<file path="config.mk">
export PLATFORM = sky130hd
export DESIGN_NAME = pixel_serializer
export DESIGN_NICKNAME = d
export VERILOG_FILES = /design/src/rtl/pixser_pkg.sv /design/src/rtl/pixser_datapath.sv /design/src/rtl/pixser_ctrl.sv /design/src/rtl/pixel_serializer.sv
export SDC_FILE = /design/constraint.sdc
export NUM_CORES = 1
export LEC_CHECK = 0
export ABC_CLOCK_PERIOD_IN_PS = 4500
export BUFFER_PORTS_ARGS = -buffer_cell sky130_fd_sc_hd__buf_2
export CORE_ASPECT_RATIO = 0.5
export CORE_MARGIN = 2
export CORE_UTILIZATION = 40
export CTS_CLUSTER_DIAMETER = 30
export DETAILED_ROUTE_END_ITERATION = 6
export PLACE_DENSITY = 0.66
export SLEW_MARGIN = 20
export SYNTH_ARGS = -nofsm -noshare
export SYNTH_HDL_FRONTEND = slang
export SYNTH_SLANG_ARGS = --single-unit
</file>
<file path="constraint.sdc">
create_clock -name clk -period 4.5 [get_ports clk]
set_input_delay 0.9 -clock clk [delete_from_list [all_inputs] [get_ports clk]]
set_output_delay 0.9 -clock clk [all_outputs]
set_load 0.03 [all_outputs]
</file>
<file path="src/rtl/pixser_pkg.sv">
`timescale 1ns/1ps
package pixser_pkg;

  // Strobes sent from the control half to the datapath half each cycle
  typedef struct packed {
    logic push;   // store wrData at the write pointer
    logic load;   // move the head word into the shifter
    logic shift;  // advance the shifter by one bit
    logic flush;  // clear pointers and shifter
  } pxStrobe_t;

endpackage

</file>
<file path="src/rtl/pixser_datapath.sv">
`timescale 1ns/1ps
module pixser_datapath
  import pixser_pkg::*;
#(
  parameter int DEPTH  = 8,
  parameter int WORD_W = 32
) (
  input  logic              clk,
  input  logic              rstN,
  input  pxStrobe_t         strb,
  input  logic [WORD_W-1:0] wrData,
  output logic              shiftMsb
);

  localparam int PTR_W = (DEPTH > 1) ? $clog2(DEPTH) : 1;
  localparam logic [PTR_W-1:0] LAST_SLOT = PTR_W'(DEPTH - 1);

  logic [WORD_W-1:0] store [DEPTH];
  logic [PTR_W-1:0]  wrPtr;
  logic [PTR_W-1:0]  rdPtr;
  logic [WORD_W-1:0] shiftReg;

  function automatic logic [PTR_W-1:0] nextSlot(input logic [PTR_W-1:0] p);
    return (p == LAST_SLOT) ? '0 : p + 1'b1;
  endfunction

  // Word storage, no reset needed: the pointers decide what is valid
  always_ff @(posedge clk) begin
    if (strb.push) begin
      store[wrPtr] <= wrData;
    end
  end

  always_ff @(posedge clk or negedge rstN) begin
    if (!rstN) begin
      wrPtr <= '0;
      rdPtr <= '0;
    end else if (strb.flush) begin
      wrPtr <= '0;
      rdPtr <= '0;
    end else begin
      if (strb.push) wrPtr <= nextSlot(wrPtr);
      if (strb.load) rdPtr <= nextSlot(rdPtr);
    end
  end

  // Shifter: the most significant bit is the pixel on view
  always_ff @(posedge clk or negedge rstN) begin
    if (!rstN) begin
      shiftReg <= '0;
    end else if (strb.flush) begin
      shiftReg <= '0;
    end else if (strb.load) begin
      shiftReg <= store[rdPtr];
    end else if (strb.shift) begin
      shiftReg <= {shiftReg[WORD_W-2:0], 1'b0};
    end
  end

  assign shiftMsb = shiftReg[WORD_W-1];

endmodule

</file>
<file path="src/rtl/pixser_ctrl.sv">
`timescale 1ns/1ps
module pixser_ctrl
  import pixser_pkg::*;
#(
  parameter int DEPTH  = 8,
  parameter int WORD_W = 32,
  parameter int THR_W  = 4
) (
  input  logic                       clk,
  input  logic                       rstN,
  input  logic                       wrValid,
  input  logic                       ctrlWrite,
  input  logic                       ctrlEnBit,
  input  logic [THR_W-1:0]           ctrlThr,
  input  logic                       shiftMsb,
  output pxStrobe_t                  strb,
  output logic                       refillReq,
  output logic [$clog2(DEPTH+1)-1:0] fillLevel,
  output logic                       overflowFlag,
  output logic                       pixelOut,
  output logic                       enState,
  output logic [THR_W-1:0]           thrState
);

  localparam int CNT_W = $clog2(DEPTH + 1);
  localparam int BIT_W = $clog2(WORD_W + 1);
  localparam logic [CNT_W-1:0] FULL_CNT  = CNT_W'(DEPTH);
  localparam logic [BIT_W-1:0] WORD_BITS = BIT_W'(WORD_W);
  localparam logic [BIT_W-1:0] ONE_BIT   = BIT_W'(1);

  logic             enReg;
  logic [THR_W-1:0] thrReg;
  logic [CNT_W-1:0] count;
  logic             active;
  logic [BIT_W-1:0] bitCnt;
  logic             ovfReg;

  logic flushNow, fifoEmpty, fifoFull, lastBit, wantWord;
  logic doLoad, doShift, doPush, dropWrite;

  always_comb begin
    flushNow  = ctrlWrite && !ctrlEnBit;
    fifoEmpty = (count == '0);
    fifoFull  = (count == FULL_CNT);
    lastBit   = active && (bitCnt == ONE_BIT);
    wantWord  = enReg && !flushNow && (!active || lastBit);
    doLoad    = wantWord && !fifoEmpty;
    doShift   = enReg && !flushNow && active && !lastBit;
    doPush    = wrValid && enReg && !flushNow && (!fifoFull || doLoad);
    dropWrite = wrValid && enReg && !flushNow && fifoFull && !doLoad;
  end

  always_comb begin
    strb.push  = doPush;
    strb.load  = doLoad;
    strb.shift = doShift;
    strb.flush = flushNow;
  end

  // Control word fields
  always_ff @(posedge clk or negedge rstN) begin
    if (!rstN) begin
      enReg  <= 1'b0;
      thrReg <= '0;
    end else if (ctrlWrite) begin
      enReg  <= ctrlEnBit;
      thrReg <= ctrlThr;
    end
  end

  // Buffer occupancy
  always_ff @(posedge clk or negedge rstN) begin
    if (!rstN) begin
      count <= '0;
    end else if (flushNow) begin
      count <= '0;
    end else begin
      unique case ({doPush, doLoad})
        2'b10:   count <= count + 1'b1;
        2'b01:   count <= count - 1'b1;
        default: count <= count;
      endcase
    end
  end

  // Shifter occupancy: bits left in the current word
  always_ff @(posedge clk or negedge rstN) begin
    if (!rstN) begin
      active <= 1'b0;
      bitCnt <= '0;
    end else if (flushNow) begin
      active <= 1'b0;
      bitCnt <= '0;
    end else if (doLoad) begin
      active <= 1'b1;
      bitCnt <= WORD_BITS;
    end else if (doShift) begin
      bitCnt <= bitCnt - 1'b1;
    end else if (lastBit) begin
      active <= 1'b0;
      bitCnt <= '0;
    end
  end

  // Sticky record of a discarded write
  always_ff @(posedge clk or negedge rstN) begin
    if (!rstN) begin
      ovfReg <= 1'b0;
    end else if (flushNow) begin
      ovfReg <= 1'b0;
    end else if (dropWrite) begin
      ovfReg <= 1'b1;
    end
  end

  assign refillReq    = enReg && (32'(count) <= 32'(thrReg));
  assign fillLevel    = count;
  assign overflowFlag = ovfReg;
  assign pixelOut     = enReg && active && shiftMsb;
  assign enState      = enReg;
  assign thrState     = thrReg;

endmodule

</file>
<file path="src/rtl/pixel_serializer.sv">
`timescale 1ns/1ps
module pixel_serializer
  import pixser_pkg::*;
#(
  parameter int DEPTH   = 8,
  parameter int WORD_W  = 32,
  parameter int CTRL_W  = 32,
  parameter int EN_BIT  = 1,
  parameter int THR_LSB = 16,
  parameter int THR_W   = 4
) (
  input  logic                       clk,
  input  logic                       rstN,
  input  logic                       wrValid,
  input  logic [WORD_W-1:0]          wrData,
  input  logic                       ctrlWrite,
  input  logic [CTRL_W-1:0]          ctrlData,
  output logic                       refillReq,
  output logic [$clog2(DEPTH+1)-1:0] fillLevel,
  output logic                       overflowFlag,
  output logic                       pixelOut
);

  pxStrobe_t        ctrlStrb;
  logic             shiftMsb;
  logic             enState;
  logic [THR_W-1:0] thrState;

  pixser_ctrl #(
    .DEPTH (DEPTH),
    .WORD_W(WORD_W),
    .THR_W (THR_W)
  ) ctrl_i (
    .clk         (clk),
    .rstN        (rstN),
    .wrValid     (wrValid),
    .ctrlWrite   (ctrlWrite),
    .ctrlEnBit   (ctrlData[EN_BIT]),
    .ctrlThr     (ctrlData[THR_LSB +: THR_W]),
    .shiftMsb    (shiftMsb),
    .strb        (ctrlStrb),
    .refillReq   (refillReq),
    .fillLevel   (fillLevel),
    .overflowFlag(overflowFlag),
    .pixelOut    (pixelOut),
    .enState     (enState),
    .thrState    (thrState)
  );

  pixser_datapath #(
    .DEPTH (DEPTH),
    .WORD_W(WORD_W)
  ) dp_i (
    .clk     (clk),
    .rstN    (rstN),
    .strb    (ctrlStrb),
    .wrData  (wrData),
    .shiftMsb(shiftMsb)
  );

endmodule

</file>
==> impl_metrics.json <==
{
  "fin_crit_sh_pct": 69.51,
  "drt_wl_total_um": 24340,
  "grt-ovfl-total": 0,
  "drive_gt1_share_pct": 28.66,
  "grt_pass1_wl_um": 38360,
  "cts_tree": "built",
  "setup_tns_ns": 0,
  "slew_headroom_pct": 34.79,
  "drt_first_pass_iters": 4,
  "cts_resized": 0,
  "slew_viol_final": 0,
  "cpPeakStageDelay_ns": 0.48,
  "synth_area_sq_mm": 0.01251,
  "path_cells": "ha_1 > nor2b_1 > o21ai_0 > nand2b_1 > a21oi_1 > a41oi_1 > nor2_1 > buf_2",
  "ant_nets": 0,
  "synth_common_cells": "edfxtp_1, nor2_1, mux4_2, dfrtp_1, mux2i_1",
  "ys_warn_count": 0,
  "drt_iter0_drc": 486,
  "synthAdderAreaFrac_pct": 1.200,
  "yosysTopAreaCell": "edfxtp_1",
  "grt_max_degree": 61,
  "critical-path-top-delay-family": "flip-flops",
  "r2r_setup_slack_ns": 1.62,
  "post-route-util_pct": 48.18,
  "synth_top_area_share_pct": 61.43,
  "post_drt_wl_per_cell_um": 19.91,
  "critical_path_class": "reg -> out",
  "place_inst": 1142,
  "synth_most_common_cell": "edfxtp_1",
  "synth_top_family_by_area": "multiplexers",
  "cellPowerDensity_mw_per_mm2": 590.3,
  "synth-xor-area-share_pct": 0.4200,
  "die_area_sq_mm": 0.03280,
  "synth-simple-area-share_pct": 4.550,
  "hold_viol_final": 0,
  "hold_class": "in -> async",
  "start_util_pct": 40.93,
  "yosys.cell_types.count": 54,
  "synthCells": 688,
  "synth_edf_count": 256,
  "synth_seq_area_share_pct": 72.43,
  "dp_slack_ns": 1.240,
  "synthMuxAreaShare_pct": 14.49,
  "rsz0062_at_grt": "false",
  "viasPerCell": 5.350,
  "coreArea_sq_mm": 0.03057,
  "synth_area_leaders": "edfxtp_1, mux4_2, dfrtp_1, mux2i_1, nor2_1",
  "synth.ff_latch_count": 311,
  "nets": 845,
  "grt_pass1_vias": 6812,
  "htreeDepth": 2,
  "cts.hold.buffers_added": 0,
  "syn_nets": 768,
  "timing.rr.start": "ctrl_i.bitCnt[3]",
  "dominantRegCellSynth": "edfxtp_1",
  "fmax_ghz": 0.3197,
  "critPathSlowestCell": "dfrtp_1",
  "root_buffer": "clkbuf_16",
  "chipHeight_um": 129.1,
  "clk_latency_ns": 0.53,
  "die_w_um": 254.1,
  "fin_worst_skew_ns": 0.01529,
  "clk_pin_slew_worst_paths_ns": 0.05,
  "crit_fanout": 8,
  "max-vdd-ir-drop_mv": 0.2741,
  "layout_setup_ws_ns": 1.372,
  "antennaDiodeCount": 0,
  "crit_path_start_kind": "flop",
  "cap_violations": 0,
  "clockBufferDepth": 3,
  "avgSynthCellArea_sq_um": 18.19,
  "worstMarginPinSlew_ns": 0.9782,
  "period_minus_slack_ns": 3.128,
  "async_flop_share_pct": 17.68,
  "synth_compound_area_share_pct": 5.089,
  "drc": 0,
  "antenna_found_initial": 1,
  "cellLeakagePower_nw": 4.971,
  "hpwlAfterDp_um": 13190,
  "numPortBuffers": 47,
  "crit_start": "ctrl_i.fillLevel[1]",
  "numCtsBuffers": 44,
  "grt_usage_pct": 15.50,
  "cp-end-kind": "primary output",
  "pin_count": 75,
  "num_vias": 6538,
  "cp.arrival_ns": 2.23,
  "setup_viol": 0,
  "rows": 45,
  "nFillCells": 2467,
  "crit_buf_inv": 1,
  "fin_cells": 1222,
  "worstPathRequired_ns": 3.60,
  "area_growth_syn_to_layout_pct": 17.71,
  "gp_congestion": 0.7379,
  "status": "completed",
  "cts.sinks": 311,
  "cts_setup_buffers": 0
}
==> sequential cells by signal, summed over array words and instances (netlist names) <==
register / cells
ctrl_i.overflowFlag: 1
dp_i.wrPtr: 3
dp_i.rdPtr: 3
ctrl_i.thrState: 4
dp_i.shiftReg: 32
ctrl_i.fillLevel: 4
ctrl_i.enState: 1
ctrl_i.active: 1
ctrl_i.bitCnt: 6
dp_i.store: 256
==> worst paths after layout <==
check                                 endpoint  cells past startpoint
hold / removal             ctrl_i.fillLevel[2]                      1
max in group asynchronous    dp_i.shiftReg[17]                      2
setup / recovery                     refillReq                      8
hold reg to reg               ctrl_i.bitCnt[4]                      1
setup reg to reg             dp_i.store[6][18]                      6
min in group clk              ctrl_i.bitCnt[4]                      1
==> final cells by class <==
class                           instances  area, sq um  share of cell area [%]
Timing Repair Buffer                   66        390.4                   2.650
Tap cell                              423        529.3                   3.593
Multi-Input combinational cell        333         3291                   22.34
Inverter                                9        33.78                  0.2294
Sequential cell                       311         9070                   61.58
Clock inverter                         30        250.2                   1.699
Clock buffer                           50         1165                   7.909
==> cell usage in the layout, fill, tap and decap left out, drive strengths merged, types with 5 or more instances in the layout <==
cell	count
mux2i	36
a221o	5
nor3	6
ha	12
nand2	14
nor3b	5
nor2	73
nand2b	5
buf	66
clkinv	15
dfrtp	55
mux4	64
edfxtp	256
inv	20
a31oi	28
o21ai	12
clkbuf	50
a21oi	30
==> layer usage <==
metal | GRT usage (%) | up-vias | part of all wire (%)
met3 | 3.114 | 31 | 5.4
met4 | 4.810 | 2 | 1.3
met5 | 0 | - | 0.053
li1 | - | 2931 | -
met1 | 20.97 | 3417 | 44
met2 | 25.65 | 157 | 49
==> kinds of logic (layout without fill, tap and decap cells) <==
logic type                 after synthesis  count (layout)
adders and majority gates               12              12
AOI/OAI and AO/OA                       96              96
muxes                                  101             101
and+or+nand+nor                        118             118
DFF                                    311             311
xor gates and xnor gates                 6               6
buffers and inverters                   44             155
==> stage by stage <==
stage / hold slack [ns] / area [sq um] / power (mW)
final: 0.4697 / 14730 / 8.695
after global routing: 0.4988 / 14730 / 9.112
after CTS: 0.4805 / 14730 / 8.800
after detailed placement: 0.4852 / 13310 / 5.530
after global placement: 0.4643 / 13310 / 5.470
after floorplan: 0.4469 / 12520 / 5.097
==> power by group <==
group          leakage, nW  internal (mW)  switching [mW]  total, mW
registers             2.99           3.36           0.316       3.67
clock network        0.694           1.96            1.29       3.25
logic                 1.29          0.897           0.877       1.77
==> worst register-to-register path: cells and delay by family (launching register included) <==
kind                   cells  cell delay (ns)
and+or+nand+nor            3             1.32
DFF                        1             0.41
AOI/OAI and AO/OA          2             0.52
buffers and inverters      1             0.33
Power figures use the tool's default switching activity.
